`config.mk`:
```
export PLATFORM = sky130hd
export DESIGN_NAME = fpga_cfg_streamer
export DESIGN_NICKNAME = d
export VERILOG_FILES = /design/src/rtl/cfgs_pkg.sv /design/src/rtl/cfgs_tick_gen.sv /design/src/rtl/cfgs_descrambler.sv /design/src/rtl/fpga_cfg_streamer.sv
export SDC_FILE = /design/constraint.sdc
export NUM_CORES = 1
export LEC_CHECK = 0
export BUFFER_PORTS_ARGS = -buffer_cell sky130_fd_sc_hd__buf_4
export CORE_MARGIN = 5
export CORE_UTILIZATION = 49
export DETAILED_ROUTE_END_ITERATION = 8
export HOLD_SLACK_MARGIN = 0.02
export PLACE_DENSITY = 0.67
export SYNTH_ARGS = -nofsm -noshare
export SYNTH_HDL_FRONTEND = slang
export SYNTH_SLANG_ARGS = --single-unit
```
`constraint.sdc`:
```
create_clock -name clk -period 6.79 [get_ports clk]
set_clock_uncertainty 0.15 [all_clocks]
set_input_delay 0 -clock clk [delete_from_list [all_inputs] [get_ports clk]]
set_output_delay 0 -clock clk [all_outputs]
set_load 0.05 [all_outputs]
```
`src/rtl/cfgs_pkg.sv`:
```
package cfgs_pkg;
   typedef enum logic [3:0] {
      ST_IDLE, ST_KILL, ST_PROG, ST_WAIT, ST_LOAD, ST_SHIFT, ST_FIN, ST_DONE, ST_ERR
   } cfg_state_e;

   localparam int PIN_CCLK = 0;
   localparam int PIN_PROG = 1;
   localparam int PIN_DIN  = 6;
   localparam logic [7:0] PAT_IDLE = 8'h01;
   localparam logic [3:0] KILL_LAST = 4'd15;
   localparam logic [3:0] PROG_LAST = 4'd9;

   // termination preamble: aux bit 7 always, aux bit 3 on slots 2/4/6 of each group, else aux bit 2
   function automatic logic [7:0] kill_pat(input logic [3:0] k);
      logic alt;
      alt = (k[0] == 1'b0) && (k[2:0] != 3'd0);
      return alt ? 8'h88 : 8'h84;
   endfunction

   // program pulse: clock high throughout, program line high on slots 1 and 2
   function automatic logic [7:0] prog_pat(input logic [3:0] k);
      return (k == 4'd1 || k == 4'd2) ? 8'h03 : 8'h01;
   endfunction
endpackage

```
`src/rtl/cfgs_tick_gen.sv`:
```
module cfgs_tick_gen #(
   parameter int DIV = 100
) (
   input  logic clk,
   input  logic rst_n,
   input  logic clr_i,
   output logic tick_o
);
   localparam int W = (DIV > 1) ? $clog2(DIV) : 1;

   initial begin
      if (DIV < 1) $fatal(1, "cfgs_tick_gen: DIV must be at least 1");
   end

   generate
      if (DIV == 1) begin : g_every
         assign tick_o = 1'b1;
      end else begin : g_count
         logic [W-1:0] cnt;
         assign tick_o = (cnt == W'(DIV - 1));
         always_ff @(posedge clk) begin
            if (!rst_n)                cnt <= '0;
            else if (clr_i || tick_o)  cnt <= '0;
            else                       cnt <= cnt + 1'b1;
         end
      end
   endgenerate
endmodule

```
`src/rtl/cfgs_descrambler.sv`:
```
module cfgs_descrambler #(
   parameter bit          SERIAL  = 1'b1,
   parameter logic [31:0] SEED    = 32'h3F6DF2AB,
   parameter logic [31:0] ADDEND  = 32'h0A853753,
   parameter logic [31:0] FACTOR  = 32'h08034052,
   parameter int          MODULUS = 177
) (
   input  logic       clk,
   input  logic       rst_n,
   input  logic       seed_i,
   input  logic       next_i,
   output logic [7:0] key_o,
   output logic       rdy_o
);
   localparam int MW = $clog2(MODULUS);

   initial begin
      if (MODULUS < 2 || MODULUS > 65535) $fatal(1, "cfgs_descrambler: MODULUS out of range");
   end

   logic [31:0] st_q;
   logic        rdy_q;

   assign key_o = st_q[7:0];
   assign rdy_o = rdy_q;

   generate
      if (SERIAL) begin : g_serial
         // restoring remainder, one dividend bit per clock
         logic [31:0]   dvd;
         logic [MW-1:0] rem;
         logic [MW:0]   trial;
         logic [MW:0]   rem_n;
         logic [4:0]    step;
         logic          run;

         assign trial = {rem, dvd[31]};
         assign rem_n = (trial >= (MW+1)'(MODULUS)) ? trial - (MW+1)'(MODULUS) : trial;

         always_ff @(posedge clk) begin
            if (!rst_n) begin
               st_q <= SEED; rdy_q <= 1'b0; run <= 1'b0;
               dvd <= '0; rem <= '0; step <= '0;
            end else if (seed_i) begin
               st_q <= SEED; dvd <= SEED + ADDEND; rem <= '0;
               step <= '0; run <= 1'b1; rdy_q <= 1'b0;
            end else if (next_i) begin
               dvd <= st_q + ADDEND; rem <= '0;
               step <= '0; run <= 1'b1; rdy_q <= 1'b0;
            end else if (run) begin
               dvd  <= dvd << 1;
               rem  <= rem_n[MW-1:0];
               step <= step + 1'b1;
               if (step == 5'd31) begin
                  run   <= 1'b0;
                  rdy_q <= 1'b1;
                  st_q  <= 32'(rem_n) + st_q * FACTOR;
               end
            end
         end
      end else begin : g_single
         function automatic logic [31:0] step_fn(input logic [31:0] s);
            logic [31:0] a;
            a = s + ADDEND;
            return (a % 32'(MODULUS)) + s * FACTOR;
         endfunction

         always_ff @(posedge clk) begin
            if (!rst_n) begin
               st_q <= SEED; rdy_q <= 1'b0;
            end else if (seed_i) begin
               st_q <= step_fn(SEED); rdy_q <= 1'b1;
            end else if (next_i) begin
               st_q <= step_fn(st_q);
            end
         end
      end
   endgenerate
endmodule

```
`src/rtl/fpga_cfg_streamer.sv`:
```
module fpga_cfg_streamer
   import cfgs_pkg::*;
#(
   parameter int TICK_DIV   = 100,     // 75 MHz clock -> 750 kHz pin rate
   parameter int RETRY_MAX  = 10,
   parameter int RETRY_GAP  = 7500,    // ticks between INIT samples (10 ms at 750 kHz)
   parameter int MAX_BYTES  = 262144,
   parameter bit SERIAL_MOD = 1'b1
) (
   input  logic       clk,
   input  logic       rst_n,
   input  logic       start_i,
   input  logic       init_i,
   input  logic [7:0] s_data_i,
   input  logic       s_valid_i,
   input  logic       s_last_i,
   output logic       s_ready_o,
   output logic [7:0] pins_o,
   output logic       busy_o,
   output logic       done_o,
   output logic       err_o
);
   localparam int RW = $clog2(RETRY_MAX);
   localparam int GW = $clog2(RETRY_GAP);
   localparam int CW = $clog2(MAX_BYTES + 1);

   initial begin
      if (RETRY_MAX < 2) $fatal(1, "fpga_cfg_streamer: RETRY_MAX must be >= 2");
      if (RETRY_GAP < 2) $fatal(1, "fpga_cfg_streamer: RETRY_GAP must be >= 2");
      if (MAX_BYTES < 1) $fatal(1, "fpga_cfg_streamer: MAX_BYTES must be >= 1");
   end

   cfg_state_e    st;
   logic [3:0]    idx;
   logic [RW-1:0] retry;
   logic [GW-1:0] gap;
   logic [CW-1:0] nbytes;
   logic [7:0]    shreg;
   logic [2:0]    bitn;
   logic          phase, last_q;
   logic          tick, key_rdy, launch, accept, idle_like;
   logic [7:0]    key;

   assign idle_like = (st == ST_IDLE) || (st == ST_DONE) || (st == ST_ERR);
   assign launch    = start_i && idle_like;
   assign s_ready_o = (st == ST_LOAD) && key_rdy;
   assign accept    = s_ready_o && s_valid_i;
   assign busy_o    = !idle_like;
   assign done_o    = (st == ST_DONE);
   assign err_o     = (st == ST_ERR);

   cfgs_tick_gen #(.DIV(TICK_DIV)) u_tick (
      .clk(clk), .rst_n(rst_n), .clr_i(launch), .tick_o(tick)
   );

   cfgs_descrambler #(.SERIAL(SERIAL_MOD)) u_key (
      .clk(clk), .rst_n(rst_n), .seed_i(launch), .next_i(accept),
      .key_o(key), .rdy_o(key_rdy)
   );

   always_ff @(posedge clk) begin
      if (!rst_n) begin
         st <= ST_IDLE; pins_o <= PAT_IDLE; idx <= '0; retry <= '0; gap <= '0;
         nbytes <= '0; shreg <= '0; bitn <= '0; phase <= 1'b0; last_q <= 1'b0;
      end else if (launch) begin
         st <= ST_KILL; idx <= '0; nbytes <= '0;
      end else begin
         case (st)
            ST_KILL: if (tick) begin
               pins_o <= kill_pat(idx);
               if (idx == KILL_LAST) begin st <= ST_PROG; idx <= '0; end
               else idx <= idx + 1'b1;
            end
            ST_PROG: if (tick) begin
               pins_o <= prog_pat(idx);
               if (idx == PROG_LAST) begin
                  st <= ST_WAIT; retry <= '0; gap <= '0;
               end else idx <= idx + 1'b1;
            end
            ST_WAIT: if (tick) begin
               if (gap != '0)                        gap <= gap - 1'b1;
               else if (init_i)                      st <= ST_LOAD;
               else if (retry == RW'(RETRY_MAX - 1)) st <= ST_ERR;
               else begin
                  retry <= retry + 1'b1;
                  gap   <= GW'(RETRY_GAP - 1);
               end
            end
            ST_LOAD: if (accept) begin
               if (nbytes == CW'(MAX_BYTES)) begin
                  st <= ST_ERR; pins_o <= PAT_IDLE;
               end else begin
                  shreg <= s_data_i ^ key; last_q <= s_last_i;
                  nbytes <= nbytes + 1'b1; bitn <= 3'd7; phase <= 1'b0;
                  st <= ST_SHIFT;
               end
            end
            ST_SHIFT: if (tick) begin
               pins_o <= '0;
               pins_o[PIN_DIN]  <= shreg[bitn];
               pins_o[PIN_CCLK] <= !phase;
               phase <= !phase;
               if (phase) begin
                  if (bitn != 3'd0) bitn <= bitn - 1'b1;
                  else              st <= last_q ? ST_FIN : ST_LOAD;
               end
            end
            ST_FIN: if (tick) begin
               pins_o <= PAT_IDLE; st <= ST_DONE;
            end
            default: ;
         endcase
      end
   end
endmodule

```
Word-level counts from Yosys, hierarchy flattened
Index checks and enable logic that the tools add are counted.
Word-level totals
  register bits: 151
  input bits: 14
  output and inout bits: 12
  logic and storage cells: 188
Operators by class
  $add $sub $neg: 10
  multipliers: 1
  order comparisons: 2
  equal/unequal tests: 48
  mux-type cells: 65
  bitwise logic cells: 6
  reductions and logical operators: 37
Operator list (count)
  $mux 4: 25
  $mux 13: 6
  $mux 32: 2
  $mux 8: 6
  $pmux 8 s5: 1
  $add 32x28->32 const B: 1
  $add 9x32->32: 1
  $mul 32x27->31 const B: 1
  $mux 31: 1
  $pmux 13 s2: 1
  $reduce_and 13->1: 2
  $pmux 4 s6: 1
  $ne 2x2->1 const B: 11
  $add 19x1->19 const B: 1
  $eq 19x19->1 const B: 1
  $ne 3x2->1 const B: 6
  $eq 4x3->1 const B: 4
  $eq 4x4->1 const B: 4
  $pmux 4 s2: 2
  $reduce_and 8->1: 2
  $mux 3: 5
  $ne 3x1->1 const B: 5
  $reduce_and 7->1: 2
  $reduce_bool 13->1: 1
  38 further kinds: 77

Depth between registers and ports, before layout
Gate-level depths: netlist of the first run.
  depth after elaboration: 7
  mapped depth: 25
  gate-level depth less buffers: 24

Modules after synthesis
From an unflattened synthesis of the first run, not the netlist that was laid out.
Second synthesis, totals
  cell total of the unflattened synthesis: 1698
  area, all modules: 14651.6 um2
Modules (own cells, without submodules)
  cfgs_descrambler: instances 1, cells each 1232, area each 10731.5 um2
  fpga_cfg_streamer: instances 1, cells each 432, area each 3607.2 um2
  cfgs_tick_gen: instances 1, cells each 34, area each 312.8 um2

Worst setup path after synthesis of the first run
OpenSTA, ideal clock, no wires.
  kind: register -> register
  from: register u_key.st_q[4]
  to: register u_key.st_q[31]
  library setup time: 0.074 ns
  arrival time: 6.349 ns
  data required time: 6.566 ns
  slack: 0.217 ns
  cell stages (with the launch flop): 26
  buffers on the path: 1
  period minus slack after synthesis: 6.573 ns
  cells stage by stage: dfxtp_1 > clkbuf_1 > inv_1 > ha_1 > inv_1 > fa_1 > ha_1 > ha_1 > inv_1 > fa_1 > inv_1 > fa_1 > inv_1 > fa_1 > inv_1 > ha_1 > a21o_1 > a31o_2 > a31oi_1 > a21oi_2 > a2111o_1 > a221oi_1 > nand2_1 > or3_1 > or4_1 > a31oi_1
Between the ends
  word-level cells in the longest chain between the ends: 2
RTL lines
  from (decl): RTL line cfgs_descrambler.sv:21  | logic [31:0] st_q;
  from (signal assigned): RTL line cfgs_descrambler.sv:57  | st_q <= 32'(rem_n) + st_q * FACTOR;
  $mul 32x27->31: RTL line cfgs_descrambler.sv:57
  $add 9x32->32: RTL line cfgs_descrambler.sv:57
Every way passes these cells.
A chain may end at the register's enable or synchronous reset.

Worst setup path after layout of the first run
  from: register u_key.st_q[3]
  to: register u_key.st_q[31]
The elaborated chain is that of the path after synthesis.

==> impl_metrics.py, run 1 <==
metrics = {
    "layout": {
        "fill_cells": 2598,
        "layout.area.seq_mm2": 0.00298,
        "final_core_utilization_pct": 55.0,
        "finish.net_count": 1959,
        "multi_input_comb_area_mm2": 0.00993,
        "post_layout_nonfiller_instances": 2044,
        "proportion_of_layout_cells_with_a_drive_suffix_above_1_pct": 6.72,
        "area_growth_syn_to_layout_pct": 10.6,
        "postLayoutCellArea_mm2": 0.0154,
        "insertedDiodeCount": 0,
    },
    "timing": {
        "finalMaxSlewViolations": 0,
        "slew-limit-headroom_pct": 23.8,
        "hold_viol_final": 0,
        "fmax_mhz": 155,
        "setup_viol": 0,
        "finalWorstPathRequiredPeriod_ns": 6.47,
        "worst_slack_ns": 0.321,
        "setup_total_negative_slack_ns": 0,
        "worst_slew_pin_slew_ns": 1.14,
        "min_hold_slack_ns": 0.314,
        "layout_worst_path_cycle_share_pct": 95.3,
    },
    "floorplanning": {
        "fp.dieH_um": 178,
        "floorplan.io_pins": 26,
        "design.die.area_mm2": 0.0318,
        "rows": 61,
        "die_w_um": 178,
        "floorplan.initialDensity_pct": 49.8,
        "core-area_mm2": 0.0279,
    },
    "clock_tree": {
        "ctsLongestPathBuffers": 2,
        "numClockSinks": 149,
        "master_cell_of_the_clock_root_buffer": "sky130_fd_sc_hd__clkbuf_16",
        "htreeDepth": 4,
        "worst_setup_hold_path_clk_slew_ns": 0.06,
        "tritoncts": "yes",
        "skew_pair_late_insertion_delay_ns": 0.44,
        "cts_setup_buffers": 0,
        "cts_made_buffers": 17,
    },
    "critical_path": {
        "required_ns": 7.00,
        "cpMaxStageDelayCell": "sky130_fd_sc_hd__fa_1",
        "crit_path_max_fanout": 6,
        "critical_path.startpoint_type": "flip-flop",
        "timing.critical_path.buf_inv": 4,
        "critical_path.cell_chain": "ha_1 -> inv_1 -> fa_1 -> inv_1 -> ha_1 -> ha_1 -> fa_1 -> inv_1 -> fa_1 -> fa_1 -> inv_1 -> ha_1 -> a21o_1 -> a31o_2 -> a31oi_1 -> a21oi_2 -> a2111o_1 -> a221oi_1 -> nand2_1 -> or3_1 -> or4_1 -> a31oi_1",
        "slowest_delay_ns": 0.55,
        "crit_family": "adder cells",
        "worstPathArrival_ns": 6.68,
        "timing.critical_path.to_type": "flip-flop",
        "critPathKind": "reg2reg",
    },
    "pwr": {
        "design_power_total_mw": 2.07,
        "p_per_area_mw_per_mm2": 135,
        "total_leakage_power_nw": 7.02,
        "worst_ir_drop_on_vdd_v": 0.000127,
    },
    "routing": {
        "number_of_routed_nets_with_antenna_violations": 0,
        "vias_per_cell": 5.45,
        "drc_violation_count_after_routing": 0,
        "num_vias": 11100,
        "detail_route.wirelength_um": 32500,
        "avgRoutedWirePerCell_um": 15.9,
        "drt_iter0_markers": 639,
        "detailedRoute.firstPassIterationCount": 5,
    },
    "logic_synthesis": {
        "syn_area_mm2": 0.0139,
        "number_of_synthesized_flops_with_an_enable_pin": 0,
        "synth-seq-cells": 149,
        "yosys_warnings": 0,
        "netlist-cell-type-count": 82,
        "synthAdderAreaFrac_pct": 29.8,
        "synth_area_in_compound_gates_pct": 15.2,
        "syn-instance-count": 1619,
        "synth-seq-area-share_pct": 21.5,
        "synth.avg_cell_area_um2": 8.59,
        "top_reg_cell_synth": "sky130_fd_sc_hd__dfxtp_1",
        "synth-simple-area-share_pct": 15.5,
        "synth-xor-area-share_pct": 7.62,
        "share_of_cell_area_taken_by_muxes_after_synthesis_pct": 3.08,
        "async_flop_share_pct": 0,
        "synth_top_family_by_area": "adder cells",
    },
    "placement": {
        "detailedPlace.worstSlack_ns": 0.278,
        "dpl_cell_area_mm2": 0.0145,
        "gp_routability_congestion": 0.877,
        "dp_hpwl_um": 24900,
        "dp_cells": 1991,
        "port_buffers": 23,
    },
    "grt": {
        "grt_usage_pct": 21.0,
        "grt_antenna_before_repair": 0,
        "grt.overflow.total": 0,
        "maximum_number_of_pins_on_one_net_before_global_route_repair": 58,
        "grt_pass1_wl_um": 54700,
        "vias_in_the_first_global_route": 11000,
    },
    "outcome": {
        "outcome": "completed",
    },
    "flow_run": {
        "max_cap_violations": 0,
    },
    "worst_hold_path": {
        "hold_path.class": "reg2reg",
    },
}
-- power breakdown --
group          internal (mW)  switching (mW)  leakage (nW)  total [mW]
Sequential             0.891          0.0121          1.21       0.903
Combinational         0.0471          0.0709          5.51       0.118
Clock                  0.663           0.387         0.308        1.05
Total                   1.60           0.470          7.02        2.07
-- cell type report --
type / instances / share of cell area (%)
clock buffer: 20 / 2.91
clock inverter: 11 / 1.28
inverter: 201 / 4.91
multi-input combinational: 1214 / 64.6
sequential: 149 / 19.4
tap: 378 / 3.08
timing repair buffer: 71 / 3.83
-- flip-flops by register name, summed over array words and instances (netlist names), 3 cells and up --
name,count
u_key.g_serial.rem,8
u_key.st_q,32
gap,13
st,4
u_tick.g_count.cnt,7
u_key.g_serial.dvd,32
retry,4
bitn,3
u_key.g_serial.step,5
shreg,8
pins_o,6
idx,4
nbytes,19
-- kinds of logic (layout without fill, tap and decap cells) --
| logic type | after synthesis | count (layout) |
|---|---|---|
| other | 1 | 2 |
| muxes | 39 | 39 |
| xor gates and xnor gates | 121 | 121 |
| and+or+nand+nor | 439 | 439 |
| buffers and inverters | 257 | 303 |
| adders and majority gates | 291 | 291 |
| AOI/OAI and AO/OA | 322 | 322 |
| DFF | 149 | 149 |
-- synthesized netlist by cell type (all sizes together) (23+ instances only) --
library cell,instances,share of area [%]
ha,224,20
clkbuf,41,1.1
inv,198,5.3
xnor2,90,5.7
o21ai,75,2.8
fa,67,9.6
mux2i,27,1.9
nand2,106,2.9
a21oi,94,3.4
nor2,135,3.6
xor2,31,2.0
nor2b,23,1.0
dfxtp,149,21
nor3,32,1.2
nand3,28,1.0
-- worst reg2reg max path, stage by stage, from the launching register on --
cell,delay (ns)
sky130_fd_sc_hd__dfxtp_1,0.39
sky130_fd_sc_hd__ha_1,0.31
sky130_fd_sc_hd__inv_1,0.05
sky130_fd_sc_hd__fa_1,0.50
sky130_fd_sc_hd__inv_1,0.05
sky130_fd_sc_hd__ha_1,0.17
sky130_fd_sc_hd__ha_1,0.22
sky130_fd_sc_hd__fa_1,0.53
sky130_fd_sc_hd__inv_1,0.05
sky130_fd_sc_hd__fa_1,0.47
sky130_fd_sc_hd__fa_1,0.55
sky130_fd_sc_hd__inv_1,0.04
sky130_fd_sc_hd__ha_1,0.34
sky130_fd_sc_hd__a21o_1,0.21
sky130_fd_sc_hd__a31o_2,0.25
sky130_fd_sc_hd__a31oi_1,0.17
sky130_fd_sc_hd__a21oi_2,0.07
sky130_fd_sc_hd__a2111o_1,0.41
sky130_fd_sc_hd__a221oi_1,0.35
sky130_fd_sc_hd__nand2_1,0.15
sky130_fd_sc_hd__or3_1,0.38
sky130_fd_sc_hd__or4_1,0.40
sky130_fd_sc_hd__a31oi_1,0.16
-- cell usage in the layout (no fill, tap or decap), types with 6 or more instances in the layout --
master                          count
sky130_fd_sc_hd__a211oi_1          17
sky130_fd_sc_hd__a21boi_0           6
sky130_fd_sc_hd__a21o_1            12
sky130_fd_sc_hd__a21oi_1           93
sky130_fd_sc_hd__a31oi_1           11
sky130_fd_sc_hd__and2_1            15
sky130_fd_sc_hd__and3_1            17
sky130_fd_sc_hd__buf_4             49
sky130_fd_sc_hd__clkbuf_16         17
sky130_fd_sc_hd__dfxtp_1          148
sky130_fd_sc_hd__dlygate4sd3_1     22
sky130_fd_sc_hd__fa_1              67
sky130_fd_sc_hd__ha_1             224
sky130_fd_sc_hd__inv_1            198
sky130_fd_sc_hd__mux2_2            10
sky130_fd_sc_hd__mux2i_1           27
sky130_fd_sc_hd__nand2_1          105
sky130_fd_sc_hd__nand2b_1          11
sky130_fd_sc_hd__nand3_1           28
sky130_fd_sc_hd__nand4_1           12
sky130_fd_sc_hd__nor2_1           135
sky130_fd_sc_hd__nor2b_1           23
sky130_fd_sc_hd__nor3_1            32
sky130_fd_sc_hd__nor4_1            10
sky130_fd_sc_hd__o211a_1           16
sky130_fd_sc_hd__o211ai_1          12
sky130_fd_sc_hd__o21a_1            17
sky130_fd_sc_hd__o21ai_0           73
sky130_fd_sc_hd__o21bai_1           7
sky130_fd_sc_hd__or3_1             15
sky130_fd_sc_hd__xnor2_1           90
sky130_fd_sc_hd__xor2_1            31
-- layer usage --
metal	GRT usage [%]	wire length [um]
met4	5.82	735
met1	28.1	15300
met5	0	0
met3	2.37	948
met2	36.1	15500
-- repair_timing --
item | in CTS | in global routing
hold buffers | 22 | 0
gates resized for setup | 0 | 3
setup endpoints to repair | 0 | 1
hold endpoints to repair | 58 | 0
-- final timing paths --
check	from	endpoint	slack, ns	cells after the start
max	u_key.st_q[3]	u_key.st_q[31]	0.32	22
min	u_tick.g_count.cnt[0]	u_tick.g_count.cnt[0]	0.31	1
max reg2reg	u_key.st_q[3]	u_key.st_q[31]	0.32	22
min reg2reg	u_tick.g_count.cnt[0]	u_tick.g_count.cnt[0]	0.31	1
No activity file was read; power rests on OpenSTA's default activity.
==> run 2, diff against run 1 <==
--- a/config.mk
+++ b/config.mk
@@ -10,7 +10,7 @@
 export CORE_UTILIZATION = 49
 export DETAILED_ROUTE_END_ITERATION = 8
 export HOLD_SLACK_MARGIN = 0.02
-export PLACE_DENSITY = 0.67
+export PLACE_DENSITY = 0.79
 export SYNTH_ARGS = -nofsm -noshare
 export SYNTH_HDL_FRONTEND = slang
 export SYNTH_SLANG_ARGS = --single-unit
==> run 2 against run 1 <==
Power is 4.1% lower. Register-to-register slack worse by 0.02 ns. Core utilization down 0.23 points. Combinational power shrank 5%. Design area fell by 0.42%. Count of clock-buffer cells in the layout unchanged. Die area unchanged. Sequential share of layout area up 0.081 points. Non-clock buffer count fell by 2. First-iteration DRC count grew 12%. Worst setup slack worse by 0.023 ns.
==> impl_metrics.py, run 2 (synthesis results as in run 1) <==
metrics = {
    "outcome": {
        "outcome": "completed",
    },
    "timing": {
        "finalMaxSlewViolations": 0,
        "unrepaired_setup_endpoints_after_global_routing": "true",
        "fmax_mhz": 154,
        "setup_total_negative_slack_ns": 0,
        "finalWorstPathRequiredPeriod_ns": 6.49,
        "worst_slew_pin_slew_ns": 1.08,
        "layout_worst_path_cycle_share_pct": 95.6,
        "setup_viol": 0,
        "hold_viol_final": 0,
        "slew-limit-headroom_pct": 27.6,
    },
    "grt": {
        "grt_usage_pct": 21.1,
        "met1_usage_pct": 26.2,
        "maximum_number_of_pins_on_one_net_before_global_route_repair": 58,
        "grt_pass1_wl_um": 54800,
        "grt_use_met3_pct": 3.09,
        "grt_busiest_layer": "met2",
        "vias_in_the_first_global_route": 11400,
        "grt.overflow.total": 0,
        "grt_antenna_before_repair": 0,
        "met2_usage_pct": 36.7,
    },
    "critical_path": {
        "r2r.worst_path.cells": 23,
        "critical_path.startpoint_type": "flip-flop",
        "slowest_delay_ns": 0.54,
        "r2r_start": "u_key.st_q[5]",
        "cpMaxStageDelayCell": "sky130_fd_sc_hd__fa_1",
        "worstPathArrival_ns": 6.70,
        "rrSetupSlack_ns": 0.30,
        "crit_family": "adder cells",
        "timing.critical_path.to_type": "flip-flop",
        "critical_path.cell_chain": "ha_1 -> inv_1 -> fa_1 -> ha_1 -> ha_1 -> inv_1 -> fa_1 -> inv_1 -> fa_1 -> inv_1 -> fa_1 -> inv_1 -> ha_1 -> a21o_1 -> a31o_2 -> a31oi_1 -> a21oi_2 -> a2111o_1 -> a221oi_2 -> nand2_1 -> or3_1 -> or4_1 -> a31oi_1",
        "timing.critical_path.buf_inv": 5,
        "crit_path_max_fanout": 8,
        "cp_common_cell": "sky130_fd_sc_hd__inv_1",
        "worst_r2r_endpoint": "u_key.st_q[31]",
        "required_ns": 7.00,
        "critPathKind": "reg2reg",
    },
    "layout": {
        "final_core_utilization_pct": 54.8,
        "postLayoutCellArea_mm2": 0.0153,
        "mostFrequentLayoutCell": "sky130_fd_sc_hd__ha_1",
        "finish.net_count": 1957,
        "insertedDiodeCount": 0,
        "fill_cells": 2449,
        "area_growth_syn_to_layout_pct": 10.1,
        "top_regs": "u_key.g_serial.dvd (32), u_key.st_q (32), nbytes (19)",
        "proportion_of_layout_cells_with_a_drive_suffix_above_1_pct": 6.67,
        "final_cell_mix": "sky130_fd_sc_hd__ha_1 (224), sky130_fd_sc_hd__inv_1 (198), sky130_fd_sc_hd__dfxtp_1 (148), sky130_fd_sc_hd__nor2_1 (135), sky130_fd_sc_hd__nand2_1 (106)",
    },
    "pwr": {
        "p_per_area_mw_per_mm2": 130,
        "p_switching_uw": 489,
        "total_leakage_power_nw": 7.00,
        "p_int_mw": 1.50,
        "pwr-share-clk_pct": 48.5,
        "comb_power_share_pct": 5.6,
        "design_power_total_mw": 1.99,
        "worst_ir_drop_on_vdd_v": 0.000151,
        "proportion_of_power_drawn_by_flip_flops_and_latches_pct": 45.9,
        "swShare_pct": 24.6,
    },
    "clock_tree": {
        "master_cell_of_the_clock_root_buffer": "sky130_fd_sc_hd__clkbuf_16",
        "cts_setup_buffers": 0,
        "htreeDepth": 4,
        "worst_setup_hold_path_clk_slew_ns": 0.07,
        "tritoncts": "yes",
        "numClockSinks": 149,
        "skew_pair_late_insertion_delay_ns": 0.43,
        "ctsLongestPathBuffers": 2,
        "cts_made_buffers": 17,
    },
    "routing": {
        "drt_iter0_markers": 715,
        "detail_route.wirelength_um": 33300,
        "detailedRoute.firstPassIterationCount": 5,
        "drc_violation_count_after_routing": 0,
        "vias_per_cell": 5.60,
        "num_vias": 11400,
        "avgRoutedWirePerCell_um": 16.3,
        "number_of_routed_nets_with_antenna_violations": 0,
    },
    "floorplanning": {
        "fp.dieH_um": 178,
        "design.die.area_mm2": 0.0318,
        "core-area_mm2": 0.0279,
        "floorplan.io_pins": 26,
        "floorplan.initialDensity_pct": 49.8,
        "die_w_um": 178,
        "rows": 61,
    },
    "worst_hold_path": {
        "min-delay-start": "u_key.g_serial.dvd[16]",
        "whs_path_depth": 2,
        "hold_path.class": "reg2reg",
        "timing.hold.worst_endpoint": "u_key.g_serial.dvd[17]",
    },
    "placement": {
        "dp_hpwl_um": 24900,
        "dpl_cell_area_mm2": 0.0145,
        "port_buffers": 23,
        "gp_routability_congestion": 0.890,
    },
    "flow_run": {
        "max_cap_violations": 0,
    },
}
==> run 2: changes by cell type in the layout (fill, tap and decap cells not counted), sizes merged <==
cell      previous run  this run
buf                 49        47
bufinv               5         2
clkinv               4         9
clkinvlp             2         0
inv                201       202
==> run 2: power groups by stage <==
| stage | registers (mW) | clock network, mW | logic (mW) |
|---|---|---|---|
| 4_1_cts | 0.911 | 0.968 | 0.111 |
| 6_report | 0.911 | 0.963 | 0.112 |
| 3_3_place_gp | 0.930 | 0 | 0.101 |
| 5_1_grt | 0.913 | 1.01 | 0.122 |
| 3_5_place_dp | 0.930 | 0 | 0.103 |
| 2_1_floorplan | 0.918 | 0 | 0.0850 |
==> run 2: worst max path at each step <==
stage | start | slack, ns | cells past startpoint | to
global placement | u_key.st_q[2] | 0.40 | 22 | u_key.st_q[31]
CTS | u_key.st_q[1] | 0.27 | 23 | u_key.st_q[31]
detailed placement | u_key.st_q[1] | 0.31 | 23 | u_key.st_q[31]
floorplan | u_key.st_q[4] | 0.22 | 25 | u_key.st_q[31]
global route | u_key.st_q[1] | -0.07 | 23 | u_key.st_q[30]
finish | u_key.st_q[5] | 0.30 | 23 | u_key.st_q[31]
==> run 2: timing repair <==
action                                  CTS  global route
endpoints found under the setup margin    0             3
hold endpoints to repair                 58             0
hold buffers                             22             0
resized for setup                         0             4
==> run 2: layout make-up <==
type | instances | area [um^2] | share of cell area, %
inverter | 201 | 754 | 4.93
multi-input combinational | 1214 | 9930 | 64.9
timing repair buffer | 69 | 573 | 3.74
clock inverter | 12 | 143 | 0.932
tap | 378 | 473 | 3.09
clock buffer | 20 | 447 | 2.92
sequential | 149 | 2980 | 19.5
==> run 2: routing by layer <==
metal | wire [um] | up-vias
li1 | - | 5628
met3 | 1420 | 72
met4 | 1100 | 0
met1 | 14600 | 5452
met2 | 16200 | 293
met5 | 0 | -
==> run 2: per-stage QoR <==
stage / hold slack (ns) / setup WS (ns) / cells
after floorplan: 0.0194 / 0.217 / 1620
after global placement: 0.125 / 0.402 / 1989
after detailed placement: 0.131 / 0.307 / 1989
after CTS: 0.325 / 0.270 / 2043
after global routing: 0.357 / -0.0744 / 2043
final: 0.328 / 0.298 / 2043
==> run 2: tightest hold or removal path, cell delays in order (launching register included) <==
cell and delay (ns):
sky130_fd_sc_hd__dfxtp_1 0.31, sky130_fd_sc_hd__nand2_1 0.05, sky130_fd_sc_hd__a31oi_1 0.07
